===== config.mk =====
export PLATFORM = sky130hd
export DESIGN_NAME = wdt_core
export DESIGN_NICKNAME = d
export VERILOG_FILES = /design/src/rtl/wdt_pkg.sv /design/src/rtl/wdt_prescaler.sv /design/src/rtl/wdt_hold_timer.sv /design/src/rtl/wdt_lp_arb.sv /design/src/rtl/wdt_core.sv
export SDC_FILE = /design/constraint.sdc
export NUM_CORES = 1
export LEC_CHECK = 0
export BUFFER_PORTS_ARGS = -buffer_cell sky130_fd_sc_hd__buf_4
export CORE_ASPECT_RATIO = 1.5
export CORE_UTILIZATION = 58
export DETAILED_ROUTE_END_ITERATION = 10
export PLACE_DENSITY_LB_ADDON = 0.2
export SYNTH_ARGS = -nofsm -noshare
export SYNTH_HDL_FRONTEND = slang
export SYNTH_SLANG_ARGS = --single-unit

===== constraint.sdc =====
create_clock -name clk -period 3.4 [get_ports clk]
set_input_delay 0.34 -clock clk [delete_from_list [all_inputs] [get_ports clk]]
set_output_delay 0.34 -clock clk [all_outputs]
set_load 0.02 [all_outputs]

===== src/rtl/wdt_pkg.sv =====
package wdt_pkg;

  localparam int NUM_TAPS  = 8;
  localparam int TAP_SEL_W = $clog2(NUM_TAPS);

  localparam logic [1:0] ADDR_CNT  = 2'd0;
  localparam logic [1:0] ADDR_CTL  = 2'd1;
  localparam logic [1:0] ADDR_RCTL = 2'd2;

  localparam logic [7:0] KEY_CNT = 8'h5A;
  localparam logic [7:0] KEY_CTL = 8'hA5;

  typedef struct packed {
    logic       wd_flag;
    logic       wd_mode;
    logic       run;
    logic       ivl_flag;
    logic       rsvd;
    logic [2:0] tap;
  } ctl_t;

  // Prescaler tap index -> log2 of the division ratio.
  function automatic int tap_exp(input int idx);
    case (idx)
      0:       return 1;
      1:       return 6;
      2:       return 7;
      3:       return 9;
      4:       return 11;
      5:       return 13;
      6:       return 15;
      default: return 17;
    endcase
  endfunction

  // Standby only when the watchdog cannot lose its clock while counting.
  function automatic logic pick_standby(input logic req, input logic sby,
                                        input logic run, input logic wd);
    return req & sby & (~run | ~wd);
  endfunction

endpackage


===== src/rtl/wdt_prescaler.sv =====
module wdt_prescaler #(
  parameter int NTAP  = wdt_pkg::NUM_TAPS,
  parameter int PRE_W = wdt_pkg::tap_exp(wdt_pkg::NUM_TAPS - 1)
) (
  input  logic            clk,
  input  logic            rst_n,
  output logic [NTAP-1:0] tick_o
);
  logic [PRE_W-1:0] pre_q;

  always_ff @(posedge clk or negedge rst_n) begin
    if (!rst_n) pre_q <= '0;
    else        pre_q <= pre_q + 1'b1;
  end

  // A tap ticks once per period, when its low bits are all ones.
  for (genvar i = 0; i < NTAP; i++) begin : g_tap
    localparam int E = wdt_pkg::tap_exp(i);
    assign tick_o[i] = &pre_q[E-1:0];
  end
endmodule


===== src/rtl/wdt_hold_timer.sv =====
module wdt_hold_timer #(
  parameter int LOAD = 132
) (
  input  logic clk,
  input  logic rst_n,
  input  logic start_i,
  input  logic step_i,
  output logic busy_o
);
  localparam int CW = $clog2(LOAD + 1);
  logic [CW-1:0] cnt_q;

  always_ff @(posedge clk or negedge rst_n) begin
    if (!rst_n)                       cnt_q <= '0;
    else if (start_i)                 cnt_q <= CW'(LOAD);
    else if (step_i && cnt_q != '0)   cnt_q <= cnt_q - 1'b1;
  end

  assign busy_o = (cnt_q != '0);
endmodule


===== src/rtl/wdt_lp_arb.sv =====
module wdt_lp_arb (
  input  logic sleep_req_i,
  input  logic sby_sel_i,
  input  logic run_i,
  input  logic wd_mode_i,
  output logic sleep_o,
  output logic standby_o
);
  logic stby;
  assign stby      = wdt_pkg::pick_standby(sleep_req_i, sby_sel_i, run_i, wd_mode_i);
  assign standby_o = stby;
  assign sleep_o   = sleep_req_i & ~stby;
endmodule


===== src/rtl/wdt_core.sv =====
module wdt_core #(
  parameter int DATA_W     = 8,
  parameter int HOLD_TICKS = 132,
  parameter int RST_CLKS   = 518
) (
  input  logic                clk,
  input  logic                rst_n,
  input  logic                bus_wr,
  input  logic                bus_rd,
  input  logic [1:0]          bus_addr,
  input  logic [2*DATA_W-1:0] bus_wdata,
  output logic [DATA_W-1:0]   bus_rdata,
  input  logic                sby_sel_i,
  input  logic                sleep_req_i,
  output logic                sleep_o,
  output logic                standby_o,
  output logic                ovf_n_o,
  output logic                rst_req_o,
  output logic                irq_o
);
  import wdt_pkg::*;

  localparam int TW = TAP_SEL_W;

  // Register state
  logic [DATA_W-1:0] cnt_q;
  logic              wd_flag_q, wd_mode_q, run_q, ivl_flag_q, rsten_q, armed_q, irq_q;
  logic [TW-1:0]     tap_q, hold_tap_q;

  // Named internal events
  logic [NUM_TAPS-1:0] tick_all;
  logic tick_sel, hold_step, ovf_evt, wd_ovf, ivl_ovf, locked;
  logic hold_busy, rst_busy;
  logic wr_cnt_ok, wr_ctl_ok, wr_rctl_ok, rd_ctl_arm;
  logic [DATA_W-1:0] wr_key, wr_data;
  ctl_t wr_ctl, ctl_view;

  wdt_prescaler #(.NTAP(NUM_TAPS), .PRE_W(tap_exp(NUM_TAPS - 1))) u_pre (
    .clk(clk), .rst_n(rst_n), .tick_o(tick_all)
  );

  assign tick_sel  = tick_all[tap_q];
  assign hold_step = tick_all[hold_tap_q];
  assign ovf_evt   = run_q & tick_sel & (cnt_q == {DATA_W{1'b1}});
  assign wd_ovf    = ovf_evt & wd_mode_q;
  assign ivl_ovf   = ovf_evt & ~wd_mode_q;

  wdt_hold_timer #(.LOAD(HOLD_TICKS)) u_ovf_hold (
    .clk(clk), .rst_n(rst_n), .start_i(wd_ovf), .step_i(hold_step), .busy_o(hold_busy)
  );

  wdt_hold_timer #(.LOAD(RST_CLKS)) u_rst_hold (
    .clk(clk), .rst_n(rst_n), .start_i(wd_ovf & rsten_q), .step_i(1'b1), .busy_o(rst_busy)
  );

  assign locked = hold_busy;

  // Bus decode
  assign wr_key     = bus_wdata[2*DATA_W-1:DATA_W];
  assign wr_data    = bus_wdata[DATA_W-1:0];
  assign wr_ctl     = ctl_t'(wr_data);
  assign wr_cnt_ok  = bus_wr & ~locked & (bus_addr == ADDR_CNT)  & (wr_key == KEY_CNT);
  assign wr_ctl_ok  = bus_wr & ~locked & (bus_addr == ADDR_CTL)  & (wr_key == KEY_CTL);
  assign wr_rctl_ok = bus_wr & ~locked & (bus_addr == ADDR_RCTL);
  assign rd_ctl_arm = bus_rd & ~locked & (bus_addr == ADDR_CTL) & wd_flag_q;

  // Counter
  always_ff @(posedge clk or negedge rst_n) begin
    if (!rst_n)                cnt_q <= '0;
    else if (wd_ovf)           cnt_q <= '0;
    else if (wr_cnt_ok)        cnt_q <= wr_data;
    else if (run_q && tick_sel) cnt_q <= cnt_q + 1'b1;
  end

  // Control fields
  always_ff @(posedge clk or negedge rst_n) begin
    if (!rst_n) begin
      wd_mode_q <= 1'b0;
      run_q     <= 1'b0;
      tap_q     <= '0;
    end else if (wd_ovf) begin
      wd_mode_q <= 1'b0;
      run_q     <= 1'b0;
      tap_q     <= '0;
    end else if (wr_ctl_ok) begin
      wd_mode_q <= wr_ctl.wd_mode;
      run_q     <= wr_ctl.run;
      tap_q     <= wr_ctl.tap;
    end
  end

  // Interval flag: set by wrap, cleared by writing 0
  always_ff @(posedge clk or negedge rst_n) begin
    if (!rst_n)         ivl_flag_q <= 1'b0;
    else if (wd_ovf)    ivl_flag_q <= 1'b0;
    else if (ivl_ovf)   ivl_flag_q <= 1'b1;
    else if (wr_ctl_ok) ivl_flag_q <= ivl_flag_q & wr_ctl.ivl_flag;
  end

  // Watchdog flag with read-then-write clear
  always_ff @(posedge clk or negedge rst_n) begin
    if (!rst_n) begin
      wd_flag_q <= 1'b0;
      armed_q   <= 1'b0;
    end else if (wd_ovf) begin
      wd_flag_q <= 1'b1;
      armed_q   <= 1'b0;
    end else if (wr_ctl_ok) begin
      if (armed_q && !wr_ctl.wd_flag) wd_flag_q <= 1'b0;
      armed_q <= 1'b0;
    end else if (rd_ctl_arm) begin
      armed_q <= 1'b1;
    end
  end

  // Reset-control, hold tap capture, interrupt
  always_ff @(posedge clk or negedge rst_n) begin
    if (!rst_n) begin
      rsten_q    <= 1'b0;
      hold_tap_q <= '0;
      irq_q      <= 1'b0;
    end else begin
      if (wr_rctl_ok) rsten_q <= wr_data[0];
      if (wd_ovf)     hold_tap_q <= tap_q;
      irq_q <= ivl_ovf;
    end
  end

  assign ctl_view = '{wd_flag: wd_flag_q, wd_mode: wd_mode_q, run: run_q,
                      ivl_flag: ivl_flag_q, rsvd: 1'b0, tap: tap_q};

  always_comb begin
    bus_rdata = '0;
    if (bus_rd) begin
      case (bus_addr)
        ADDR_CNT:  bus_rdata = cnt_q;
        ADDR_CTL:  bus_rdata = DATA_W'(ctl_view);
        ADDR_RCTL: bus_rdata = DATA_W'(rsten_q);
        default:   bus_rdata = '0;
      endcase
    end
  end

  wdt_lp_arb u_lp (
    .sleep_req_i(sleep_req_i), .sby_sel_i(sby_sel_i), .run_i(run_q),
    .wd_mode_i(wd_mode_q), .sleep_o(sleep_o), .standby_o(standby_o)
  );

  assign ovf_n_o   = ~hold_busy;
  assign rst_req_o = rst_busy;
  assign irq_o     = irq_q;
endmodule


======== Word level (Yosys, flattened, before mapping) ========
Index checks and enable logic that the tools add are counted.
word-level totals
  register bits after elaboration ......... 56
  bits of input ports ..................... 24
  output and inout port bits .............. 13
  word-level logic and storage cells ...... 97
operators by class
  add/subtract/negate cells ............... 4
  magnitude comparators ................... 2
  eq/ne operators ......................... 5
  muxes and demuxes ....................... 28
  bitwise operators ....................... 23
  reduce and logical (&&, ||, !) cells .... 22
operator list
  cell                   number
  $mux 8                 6
  $pmux 8 s3             1
  $mux 10                2
  $and 1x1->1            18
  $add 17x1->17 const B  1
  $reduce_and 17->1      1
  $eq 8x8->1 const B     2
  $mux 1                 15
  $reduce_and 15->1      1
  $reduce_and 13->1      1
  $reduce_and 11->1      1
  $reduce_bool 10->1     1
  $sub 10x1->10 const B  1
  $reduce_and 9->1       1
  $reduce_bool 3->1      3
  $add 8x1->8 const B    1
  $eq 8x7->1 const B     1
  $lt 3x4->1 const B     2
  $reduce_bool 2->1      4
  $reduce_bool 8->1      1
  $sub 8x1->8 const B    1
  $reduce_and 7->1       1
  $bmux 1 s3             2
  $mux 3                 2
  other kinds (9)        14

======== Depth between registers and ports, before layout ========
Gate-level depths: netlist of the first run.
  word-level depth ........................ 8
  mapped depth ............................ 12
  gate-level depth less buffers ........... 11

======== Modules after synthesis ========
From an unflattened synthesis of the first run, not the netlist that was laid out.
unflattened totals
  cell total of the unflattened synthesis .. 319
  area total of the unflattened synthesis .. 3344.5 sq um
by module, submodules not included
  module                       instances  cells an instance  area each (sq um)  sequential area each (sq um)
  wdt_core                     1          143                1462.7             525.5
  wdt_prescaler                1          66                 823.3              425.4
  wdt_hold_timer (u_rst_hold)  1          59                 563.0              250.2
  wdt_hold_timer (u_ovf_hold)  1          48                 478.0              200.2
  wdt_lp_arb                   1          3                  17.5               0.0

======== Least setup slack after synthesis of the first run ========
Ideal clock, no wire load.
  path kind ............................... register to register
  start point ............................. register u_pre.pre_q[0]
  end point ............................... register u_rst_hold.cnt_q[8]
  library setup time ...................... 0.155 ns
  arrival ................................. 2.436 ns
  required time ........................... 3.245 ns
  setup slack ............................. 0.808 ns
  cell stages (with the launch flop) ...... 13
  path buffers ............................ 1
  period minus slack after synthesis ...... 2.592 ns
  cell sequence ........................... dfrtp_1 > ha_1 > nand4_2 > nor3_2 > and3_1 > ha_1 > nand3_1 > nand2_1 > a21oi_2 > nor4_4 > and2_1 > buf_4 > nor3_1
between the ends
  longest elaborated chain between the ends .. 8
  elaborated cells between the ends (all ways) .. 15
  those cells by class .................... mux: 3; bitwise: 4; reduce/logical: 8
RTL lines
  element                                              line                  source
  start, declared                                      wdt_prescaler.sv:9    logic [PRE_W-1:0] pre_q;
  start signal, assigned                               wdt_prescaler.sv:13   else pre_q <= pre_q + 1'b1;
  $reduce_and 17->1 (tied with other cells)            wdt_prescaler.sv:19   assign tick_o[i] = &pre_q[E-1:0];
  $bmux 1 s3 (*)                                       wdt_core.sv:42        assign tick_sel = tick_all[tap_q];
  $mux 1 (implied by the code) (*)                     wdt_core.sv:42
  $and 1x1->1 (*) (2 in a row)                         wdt_core.sv:44        assign ovf_evt = run_q & tick_sel & (cnt_q == {DATA_W{1'b1}});
  $and 1x1->1 (*)                                      wdt_core.sv:45        assign wd_ovf = ovf_evt & wd_mode_q;
  $and 1x1->1 (*)                                      wdt_core.sv:53        .clk(clk), .rst_n(rst_n), .start_i(wd_ovf & rsten_q), .step_i(1'b1), .busy_o(rst_busy)
  $mux 10 / $reduce_bool 2->1 (equally long branches)  -
  end signal, assigned                                 wdt_hold_timer.sv:15  else if (start_i) cnt_q <= CW'(LOAD);
  end signal, assigned                                 wdt_hold_timer.sv:16  else if (step_i && cnt_q != '0) cnt_q <= cnt_q - 1'b1;
  end, declared                                        wdt_hold_timer.sv:11  logic [CW-1:0] cnt_q;
Every way passes the cells marked *; elsewhere a longest branch is shown, timed or not. The select of a mux whose other input is x is not followed.
A chain may end at the register's enable or synchronous reset.

======== Worst setup path in the final report of the first run ========
  start point ............................. register u_pre.pre_q[0]
  end point ............................... register hold_tap_q[2]
between the ends
  longest elaborated chain between the ends .. 6
  elaborated cells between the ends (all ways) .. 12
  those cells by class .................... mux: 2; bitwise: 3; reduce/logical: 7
RTL lines
  element                                    line                 source
  $reduce_and 17->1 (tied with other cells)  wdt_prescaler.sv:19
  $bmux 1 s3 (*)                             wdt_core.sv:42
  $mux 1 (implied by the code) (*)           wdt_core.sv:42
  $and 1x1->1 (*) (2 in a row)               wdt_core.sv:44
  $and 1x1->1 (*)                            wdt_core.sv:45
  end signal, assigned                       wdt_core.sv:124      if (wd_ovf) hold_tap_q <= tap_q;
  end, declared                              wdt_core.sv:28       logic [TW-1:0] tap_q, hold_tap_q;
Marked as above.

==> results of run 1 <==
[metrics by stage]
| step | setup WS [ns] | power [W] |
|---|---|---|
| CTS | 0.395 | 0.00172 |
| floorplan | 0.808 | 0.00124 |
| global route | 0.161 | 0.00181 |
| finish | 0.357 | 0.00170 |
| global placement | 0.578 | 0.00136 |
| detailed placement | 0.423 | 0.00138 |
[cell families (layout without fill, tap and decap cells)]
kind of cell / Yosys count / in the layout
AND/OR/NAND/NOR: 146 / 146
buffers and inverters: 25 / 61
adder cells (fa/ha/maj): 7 / 7
flip-flops: 56 / 56
XOR/XNOR: 30 / 30
AO/OA/AOI/OAI: 36 / 36
multiplexers: 18 / 18
[flip-flops by register name, indices dropped and copies added, names as in the netlist, 3 cells and up]
signal and cells:
cnt_q 8, u_rst_hold.cnt_q 10, hold_tap_q 3, tap_q 3, u_ovf_hold.cnt_q 8, u_pre.pre_q 17
[cell type report]
| class | count | share of cell area, % |
|---|---|---|
| flip-flops and latches | 56 | 39.8 |
| repair buffers | 40 | 8.53 |
| clock inverters | 1 | 0.142 |
| clock buffers | 6 | 2.06 |
| inverters | 14 | 1.49 |
| well taps | 68 | 2.42 |
| multi-input cells | 237 | 45.5 |
[report_power, final]
group	internal (W)	total [W]	switching [W]
clock	0.000141	0.000341	0.000201
sequential	0.000788	0.000905	0.000117
combinational	0.000223	0.000458	0.000235
total	0.00115	0.00170	0.000553
[worst max-delay path by stage]
stage,startpoint,end,slack [ns]
global route,u_pre.pre_q[0],hold_tap_q[0],0.16
floorplan,u_pre.pre_q[0],u_rst_hold.cnt_q[8],0.81
CTS,u_pre.pre_q[0],hold_tap_q[2],0.40
global placement,u_pre.pre_q[0],hold_tap_q[0],0.58
finish,u_pre.pre_q[0],hold_tap_q[2],0.36
detailed placement,u_pre.pre_q[0],hold_tap_q[2],0.42
[cells in the final DEF (no fill, tap or decap), types with 7 or more instances in the layout]
master,synthesis,layout
inv_1,14,14
dfrtp_1,56,56
nand4_1,9,9
nand3_1,13,13
nand2_1,21,21
nor3_1,19,19
xnor2_1,19,19
buf_4,3,40
mux2i_1,13,13
ha_1,7,7
nor2_1,37,37
a211oi_1,8,8
nand2b_1,8,8
xor2_1,11,11
[cell usage after synthesis (4+ instances only)]
cell type	instances	area share, %
or3_1	4	0.80
o21ai_0	4	0.64
mux2i_1	13	4.2
inv_1	14	1.7
nor3_1	19	3.1
nand3_1	13	2.1
ha_1	7	2.8
clkbuf_1	6	0.72
nand2b_1	8	1.6
mux2_2	5	1.8
xor2_1	11	3.1
nor2_1	37	4.5
and4_1	4	1.1
a21oi_1	4	0.64
nand4_1	9	1.8
xnor2_1	19	5.3
a211oi_1	8	1.9
nand2_1	21	2.5
nor2b_1	4	0.80
dfrtp_1	56	45
[per-layer routing]
layer | share of wire (%) | up-vias
met4 | 1.7 | 0
met1 | 41 | 1193
met2 | 55 | 39
li1 | - | 1192
met5 | 0 | -
met3 | 2.3 | 9
==> flow_summary.toml, run 1 <==
[grt]
use_met1_pct = 29.2
grt_pass1_wl_um = 10600
grt.met2_usage_pct = 44.8
grt_start_max_net_pins = 57
antenna_found_initial = 0
grt_use_total_pct = 25.1
top_usage_layer = "met2"
grt_pass1_vias = 2373
grt_util_met3_pct = 3.95
grt-ovfl-total = 0

[floorplan]
num_rows = 32
die_h_um = 91.7
start_util_pct = 60.2
die_area_um2 = 5670
die_w_um = 61.8
boundaryPins = 37
fp.coreArea_um2 = 5160

[route]
num_vias = 2433
detail-route-antenna-nets = 0
vias_per_cell = 5.77
drt-pass1-iter-count = 4
drt_iter0_drc = 68
drc_errors = 0
routed_wl_um = 6350
wire_per_inst_um = 15.0

[sta]
period_share_pct = 89.5
setup-violations-final = 0
slew_viol_final = 0
whs_ns = 0.0717
skew_ns = 0.00843
worst_slew_pin_slew_ns = 0.683
finalSetupTns_ns = 0
rsz0062_at_grt = "false"
hold_viol = 0
period_needed_ns = 3.04
fmax_ghz = 0.329
slew_headroom_pct = 54.5

[worst_setup_path]
reg2reg_depth = 11
cp_cell_sequence = "ha_1 > nand4_2 > nor3_2 > and3_1 > ha_1 > nand3_1 > nand2_1 > a21oi_2 > nor4_4 > buf_4 > mux2_2"
slowest_delay_ns = 0.48
slowest_stage = "dfrtp_1"
worstReg2RegEnd = "hold_tap_q[2]"
critical_path.top_delay_family = "simple AND/OR/NAND/NOR gates"
crit_cells = 11
r2r_start = "u_pre.pre_q[0]"
critPathRequiredTime_ns = 3.60
cp.arrival_ns = 3.24
cp_common_cell = "ha_1"
start_kind = "register"
crit_buf_inv = 1
critPathCaptureType = "register"
reg2reg_slack_ns = 0.36
path_max_fanout = 9
crit_type = "reg -> reg"

[cts]
clkTransAtPathRegs_ns = 0.09
cts_max_level = 2
clk_latency_ns = 0.31
cts-buffers-inserted = 5
ctsResizeCount = 0
post_cts_buffers = 0
cts_root_buf = "clkbuf_8"
tritoncts = "built"
cts.sinks = 56
cts_buffer_depth = 2
hold_buffers = 0

[power]
power.density_nw_per_um2 = 484
ir_worst_vdd_v = 0.000266
p_leak_nw = 1.62

[yosys]
synth_top_family_by_area = "simple AND/OR/NAND/NOR gates"
synth_top_flop_cell = "dfrtp_1"
synthCells = 318
syn_area_per_cell_um2 = 9.78
async_flop_share_pct = 100
synthXorXnorAreaFrac_pct = 8.45
synth_edf_count = 0
yosysUniqueCellTypes = 51
syn_nets = 349
synth-seq-cells = 56
synthSimpleGateAreaFrac_pct = 26.1
synth_mux_area_share_pct = 5.99
synth_compound_area_share_pct = 8.13
seq_area_frac_synth_pct = 45.1
synth_area_um2 = 3110
synth_fa_ha_area_share_pct = 2.82
yosysWarnings = 0

[finish]
final_area_um2 = 3520
drive_above_1_share_pct = 17.5
area_growth_pct = 13.1
nNetsFinal = 385
nFillCells = 418
multi_input_area_um2 = 1600
fin_util_pct = 68.1
antennaDiodeCount = 0
finalNonFillerCells = 422
seqCellArea_um2 = 1400

[min_path]
hold_class = "in -> async"

[place]
postPlaceCellArea_um2 = 3440
port_buffers = 36
dp_hpwl_um = 4800
dp_cells = 415
globalplace.congestion = 0.857

[outcome]
status = "complete, no violations"

[flow_run]
cap_viol_max_count = 0
Note: power is estimated with default switching activity, not from simulation.
==> run 2, diff against run 1 <==
--- a/config.mk
+++ b/config.mk
@@ -6,8 +6,10 @@
 export NUM_CORES = 1
 export LEC_CHECK = 0
 export BUFFER_PORTS_ARGS = -buffer_cell sky130_fd_sc_hd__buf_4
+export CAP_MARGIN = 20
 export CORE_ASPECT_RATIO = 1.5
 export CORE_UTILIZATION = 58
+export CTS_BUF_LIST = sky130_fd_sc_hd__clkbuf_16
 export DETAILED_ROUTE_END_ITERATION = 10
 export PLACE_DENSITY_LB_ADDON = 0.2
 export SYNTH_ARGS = -nofsm -noshare
==> run 2 against run 1 <==
Non-clock buffer count unchanged. Core utilization grew 1.1 points. Maximum frequency is 1.2% lower. Global-route usage up 0.50 points. Critical path depth is the same. Sequential share of layout area down 0.63 points. Die area unchanged. Via count is 0.66% higher. Critical endpoint is now hold_tap_q[0].
==> flow_summary.toml, run 2 (synthesis gave the netlist of run 1 again) <==
[place]
dp_cells = 415
dp_hpwl_um = 4800
globalplace.congestion = 0.857
port_buffers = 36

[cts]
cts-buffers-inserted = 5
cts_root_buf = "clkbuf_16"
cts_buffer_depth = 2
clkTransAtPathRegs_ns = 0.07
tritoncts = "built"
post_cts_buffers = 0
clk_latency_ns = 0.29
cts.sinks = 56
cts_max_level = 2
ctsResizeCount = 0
hold_buffers = 0

[floorplan]
die_h_um = 91.7
die_w_um = 61.8
num_rows = 32
fp.coreArea_um2 = 5160
start_util_pct = 60.2
boundaryPins = 37
die_area_um2 = 5670

[power]
p_comb_share_pct = 24.8
ir_worst_vdd_v = 0.000261
power_w = 0.00184
switchingPower_w = 0.000567
power.internal_w = 0.00128
power_frac_clock_pct = 26.0
netSwitchingFraction_pct = 30.7
p_leak_nw = 1.65
power.density_nw_per_um2 = 516
p_seq_share_pct = 49.2

[finish]
regMostFlops = "u_pre.pre_q"
area_growth_pct = 14.9
reg_top3 = "u_pre.pre_q: 17 flops, u_rst_hold.cnt_q: 10 flops"
finalNonFillerCells = 422
largest_register_ffs = 17
final_cell_mix = "dfrtp_1, buf_4, nor2_1"
fin_util_pct = 69.2
antennaDiodeCount = 0
nNetsFinal = 385
final_common_cell = "dfrtp_1"
drive_above_1_share_pct = 17.5

[sta]
setup-violations-final = 0
worst_slew_pin_slew_ns = 0.686
slew_headroom_pct = 54.3
hold_viol = 0
fmax_ghz = 0.325
finalSetupTns_ns = 0
slew_viol_final = 0
rsz0062_at_grt = "false"
whs_ns = 0.0993
period_share_pct = 90.6
skew_ns = 0.00664
period_needed_ns = 3.08

[route]
wire_per_inst_um = 15.4
drt-pass1-iter-count = 4
drt_iter0_drc = 60
routed_wl_um = 6490
detail-route-antenna-nets = 0
num_vias = 2449
vias_per_cell = 5.80
drc_errors = 0

[grt]
grt-ovfl-total = 0
grt_use_total_pct = 25.6
antenna_found_initial = 0
grt_pass1_vias = 2375
grt_start_max_net_pins = 57
grt_pass1_wl_um = 10800

[worst_setup_path]
critPathRequiredTime_ns = 3.58
start_kind = "register"
path_max_fanout = 9
cp_common_cell = "ha_1"
cp_cell_sequence = "ha_1 > nand4_2 > nor3_2 > and3_1 > ha_1 > nand3_1 > nand2_1 > a21oi_2 > nor4_4 > buf_4 > mux2_2"
critPathCaptureType = "register"
slowest_delay_ns = 0.46
crit_type = "reg -> reg"
cp.arrival_ns = 3.26
slowest_stage = "dfrtp_1"

[flow_run]
cap_viol_max_count = 0

[outcome]
status = "complete, no violations"

[min_path]
hold_class = "in -> async"
[run 2: through the flow]
stage	cell area [µm²]	setup slack [ns]
global placement	3440	0.578
finish	3570	0.320
CTS	3570	0.370
global route	3570	0.145
detailed placement	3440	0.423
floorplan	3110	0.808
[run 2: area by class of cell]
| class | instances | area (µm²) |
|---|---|---|
| timing repair buffer | 40 | 300 |
| clock inverter | 2 | 8.76 |
| fill | 406 | 1590 |
| sequential | 56 | 1400 |
| inverter | 14 | 52.6 |
| clock buffer | 5 | 125 |
| multi-input combinational | 237 | 1600 |
| tap | 68 | 85.1 |
[run 2: power by group through the flow]
stage	Clock (W)	Sequential (W)	Combinational (W)
detailed placement	0	0.000917	0.000460
floorplan	0	0.000889	0.000352
CTS	0.000488	0.000906	0.000464
global placement	0	0.000914	0.000443
finish	0.000479	0.000907	0.000458
global route	0.000510	0.000925	0.000518
[run 2: routing by layer]
layer	GRT usage (%)	routed length [µm]	vias to the layer above
li1	-	-	1188
met1	30.0	2600	1194
met2	45.3	3560	53
met3	4.51	193	14
met4	8.33	129	0
met5	0	0	-
[run 2: final timing paths]
kind / end / slack, ns / start / cells after the start
setup reg to reg: hold_tap_q[0] / 0.32 / u_pre.pre_q[0] / 11
setup / recovery: hold_tap_q[0] / 0.32 / u_pre.pre_q[0] / 11
min in group clk: tap_q[1] / 0.30 / bus_wdata[1] / 3
hold / removal: u_rst_hold.cnt_q[5] / 0.1 / rst_n / 1
max in group asynchronous: u_pre.pre_q[2] / 2.85 / rst_n / 1
hold reg to reg: u_pre.pre_q[15] / 0.48 / u_pre.pre_q[15] / 1
[run 2: critical path, delay by kind of cell, from the launching register on]
family / cells / cell delay, ns
flip-flops: 1 / 0.46
AND/OR/NAND/NOR: 6 / 1.38
adder cells (fa/ha/maj): 2 / 0.48
multiplexers: 1 / 0.33
AO/OA/AOI/OAI: 1 / 0.09
buffers and inverters: 1 / 0.22
==> run 3, diff against run 2 <==
--- a/config.mk
+++ b/config.mk
@@ -8,8 +8,8 @@
 export BUFFER_PORTS_ARGS = -buffer_cell sky130_fd_sc_hd__buf_4
 export CAP_MARGIN = 20
 export CORE_ASPECT_RATIO = 1.5
-export CORE_UTILIZATION = 58
-export CTS_BUF_LIST = sky130_fd_sc_hd__clkbuf_16
+export CORE_UTILIZATION = 60
+export CTS_BUF_LIST = sky130_fd_sc_hd__clkbuf_4 sky130_fd_sc_hd__clkbuf_8
 export DETAILED_ROUTE_END_ITERATION = 10
 export PLACE_DENSITY_LB_ADDON = 0.2
 export SYNTH_ARGS = -nofsm -noshare
==> run 3 against run 2 <==
Register-to-register slack better by 0.12 ns. Sequential cell count stayed put. Worst setup slack better by 0.12 ns. Via count is 1.1% lower. Largest cell class unchanged. Highest routed layer unchanged.
==> flow_summary.toml, run 3 (synthesis gave the netlist of run 1 again) <==
[power]
ir_worst_vdd_v = 0.000306
p_leak_nw = 1.62
power.density_nw_per_um2 = 513

[sta]
fmax_ghz = 0.338
worst_slew_pin_slew_ns = 0.894
rsz0062_at_grt = "false"
slew_viol_final = 0
hold_viol = 0
slew_headroom_pct = 39.9
skew_ns = 0.00827
finalSetupTns_ns = 0
whs_ns = 0.0599
period_share_pct = 87.1
period_needed_ns = 2.96
setup-violations-final = 0

[cts]
cts-buffers-inserted = 5
post_cts_buffers = 0
tritoncts = "built"
clk_latency_ns = 0.31
ctsResizeCount = 0
cts_buffer_depth = 2
hold_buffers = 0
cts.sinks = 56
cts_root_buf = "clkbuf_8"
clkTransAtPathRegs_ns = 0.10
cts_max_level = 2

[worst_setup_path]
critPathRequiredTime_ns = 3.64
crit_type = "reg -> reg"
path_max_fanout = 7
slowest_stage = "dfrtp_1"
cp.arrival_ns = 3.20
critical_path.top_delay_family = "simple AND/OR/NAND/NOR gates"
reg2reg_depth = 11
crit_cells = 11
critPathCaptureType = "register"
r2r_start = "u_pre.pre_q[0]"
worstReg2RegEnd = "u_ovf_hold.cnt_q[6]"
cp_cell_sequence = "ha_1 > nand4_2 > nor3_2 > and3_1 > ha_1 > nand3_1 > nand2_1 > a21o_1 > nand4_1 > or4_1 > a21oi_1"
cp_common_cell = "ha_1"
crit_buf_inv = 0
start_kind = "register"
reg2reg_slack_ns = 0.44
slowest_delay_ns = 0.48

[finish]
final_area_um2 = 3530
antennaDiodeCount = 0
drive_above_1_share_pct = 17.6
largest_register_ffs = 17
final_cell_mix = "dfrtp_1, buf_4, nor2_1"
nNetsFinal = 383
final_common_cell = "dfrtp_1"
reg_top3 = "u_pre.pre_q: 17 flops, u_rst_hold.cnt_q: 10 flops"
finalNonFillerCells = 419
fin_util_pct = 72.3
regMostFlops = "u_pre.pre_q"
area_growth_pct = 13.6

[floorplan]
die_area_um2 = 5480
die_w_um = 60.8
num_rows = 31
boundaryPins = 37
start_util_pct = 63.6
die_h_um = 90.2
fp.coreArea_um2 = 4890

[route]
wire_per_inst_um = 15.2
drc_errors = 0
num_vias = 2421
routed_wl_um = 6350
detail-route-antenna-nets = 0
drt_iter0_drc = 113
vias_per_cell = 5.78
drt-pass1-iter-count = 4

[grt]
grt_pass1_vias = 2409
use_met1_pct = 33.4
grt_use_total_pct = 26.8
grt_util_met3_pct = 4.32
antenna_found_initial = 0
grt_start_max_net_pins = 57
grt-ovfl-total = 0
top_usage_layer = "met2"
grt.met2_usage_pct = 45.7
grt_pass1_wl_um = 11100

[place]
postPlaceCellArea_um2 = 3420
globalplace.congestion = 0.870
dp_cells = 411
port_buffers = 36
dp_hpwl_um = 4720

[min_path]
hold_class = "in -> async"

[flow_run]
cap_viol_max_count = 0

[outcome]
status = "complete, no violations"
-- run 3: cell count changes in the layout (fill, tap and decap cells not counted) --
cell | previous run | this run
clkinvlp_4 | 0 | 1
buf_4 | 40 | 38
clkbuf_8 | 0 | 5
clkbuf_16 | 5 | 0
bufinv_16 | 0 | 1
inv_1 | 15 | 14
-- run 3: worst max-delay path by stage --
stage | slack, ns | startpoint | to
6_report | 0.44 | u_pre.pre_q[0] | u_ovf_hold.cnt_q[6]
5_1_grt | 0.14 | u_pre.pre_q[0] | u_ovf_hold.cnt_q[6]
4_1_cts | 0.41 | u_pre.pre_q[0] | u_ovf_hold.cnt_q[6]
3_5_place_dp | 0.48 | u_pre.pre_q[0] | u_rst_hold.cnt_q[8]
3_3_place_gp | 0.62 | u_pre.pre_q[0] | u_rst_hold.cnt_q[8]
2_1_floorplan | 0.81 | u_pre.pre_q[0] | u_rst_hold.cnt_q[8]
-- run 3: per-stage QoR --
stage / worst slack (ns) / total power (W)
finish: 0.440 / 0.00181
floorplan: 0.808 / 0.00124
global route: 0.144 / 0.00194
global placement: 0.621 / 0.00136
CTS: 0.414 / 0.00183
detailed placement: 0.476 / 0.00138
-- run 3: area by class of cell --
| cell class | count | area, µm² |
|---|---|---|
| Tap cell | 66 | 82.6 |
| Sequential cell | 56 | 1400 |
| Clock inverter | 3 | 42.5 |
| Fill cell | 402 | 1350 |
| Timing Repair Buffer | 38 | 285 |
| Clock buffer | 5 | 68.8 |
| Multi-Input combinational cell | 237 | 1600 |
| Inverter | 14 | 52.6 |
-- run 3: power breakdown --
group / switching (W) / internal, W / total [W] / leakage, nW
sequential: 0.000123 / 0.000788 / 0.000910 / 0.690
combinational: 0.000246 / 0.000223 / 0.000468 / 0.875
clock: 0.000218 / 0.000218 / 0.000436 / 0.0541
total: 0.000586 / 0.00123 / 0.00181 / 1.62
-- run 3: worst register-to-register path, stage by stage (launching register included) --
cell     delay, ns
dfrtp_1       0.48
ha_1          0.27
nand4_2       0.17
nor3_2        0.37
and3_1        0.23
ha_1          0.17
nand3_1       0.07
nand2_1       0.07
a21o_1        0.17
nand4_1       0.22
or4_1         0.48
a21oi_1       0.19
-- run 3: metal layers --
layer  part of all wire, %  up-vias
met5                     0        -
met4                   1.4        0
met3                   3.0        8
met2                    55       40
met1                    41     1186
li1                      -     1187
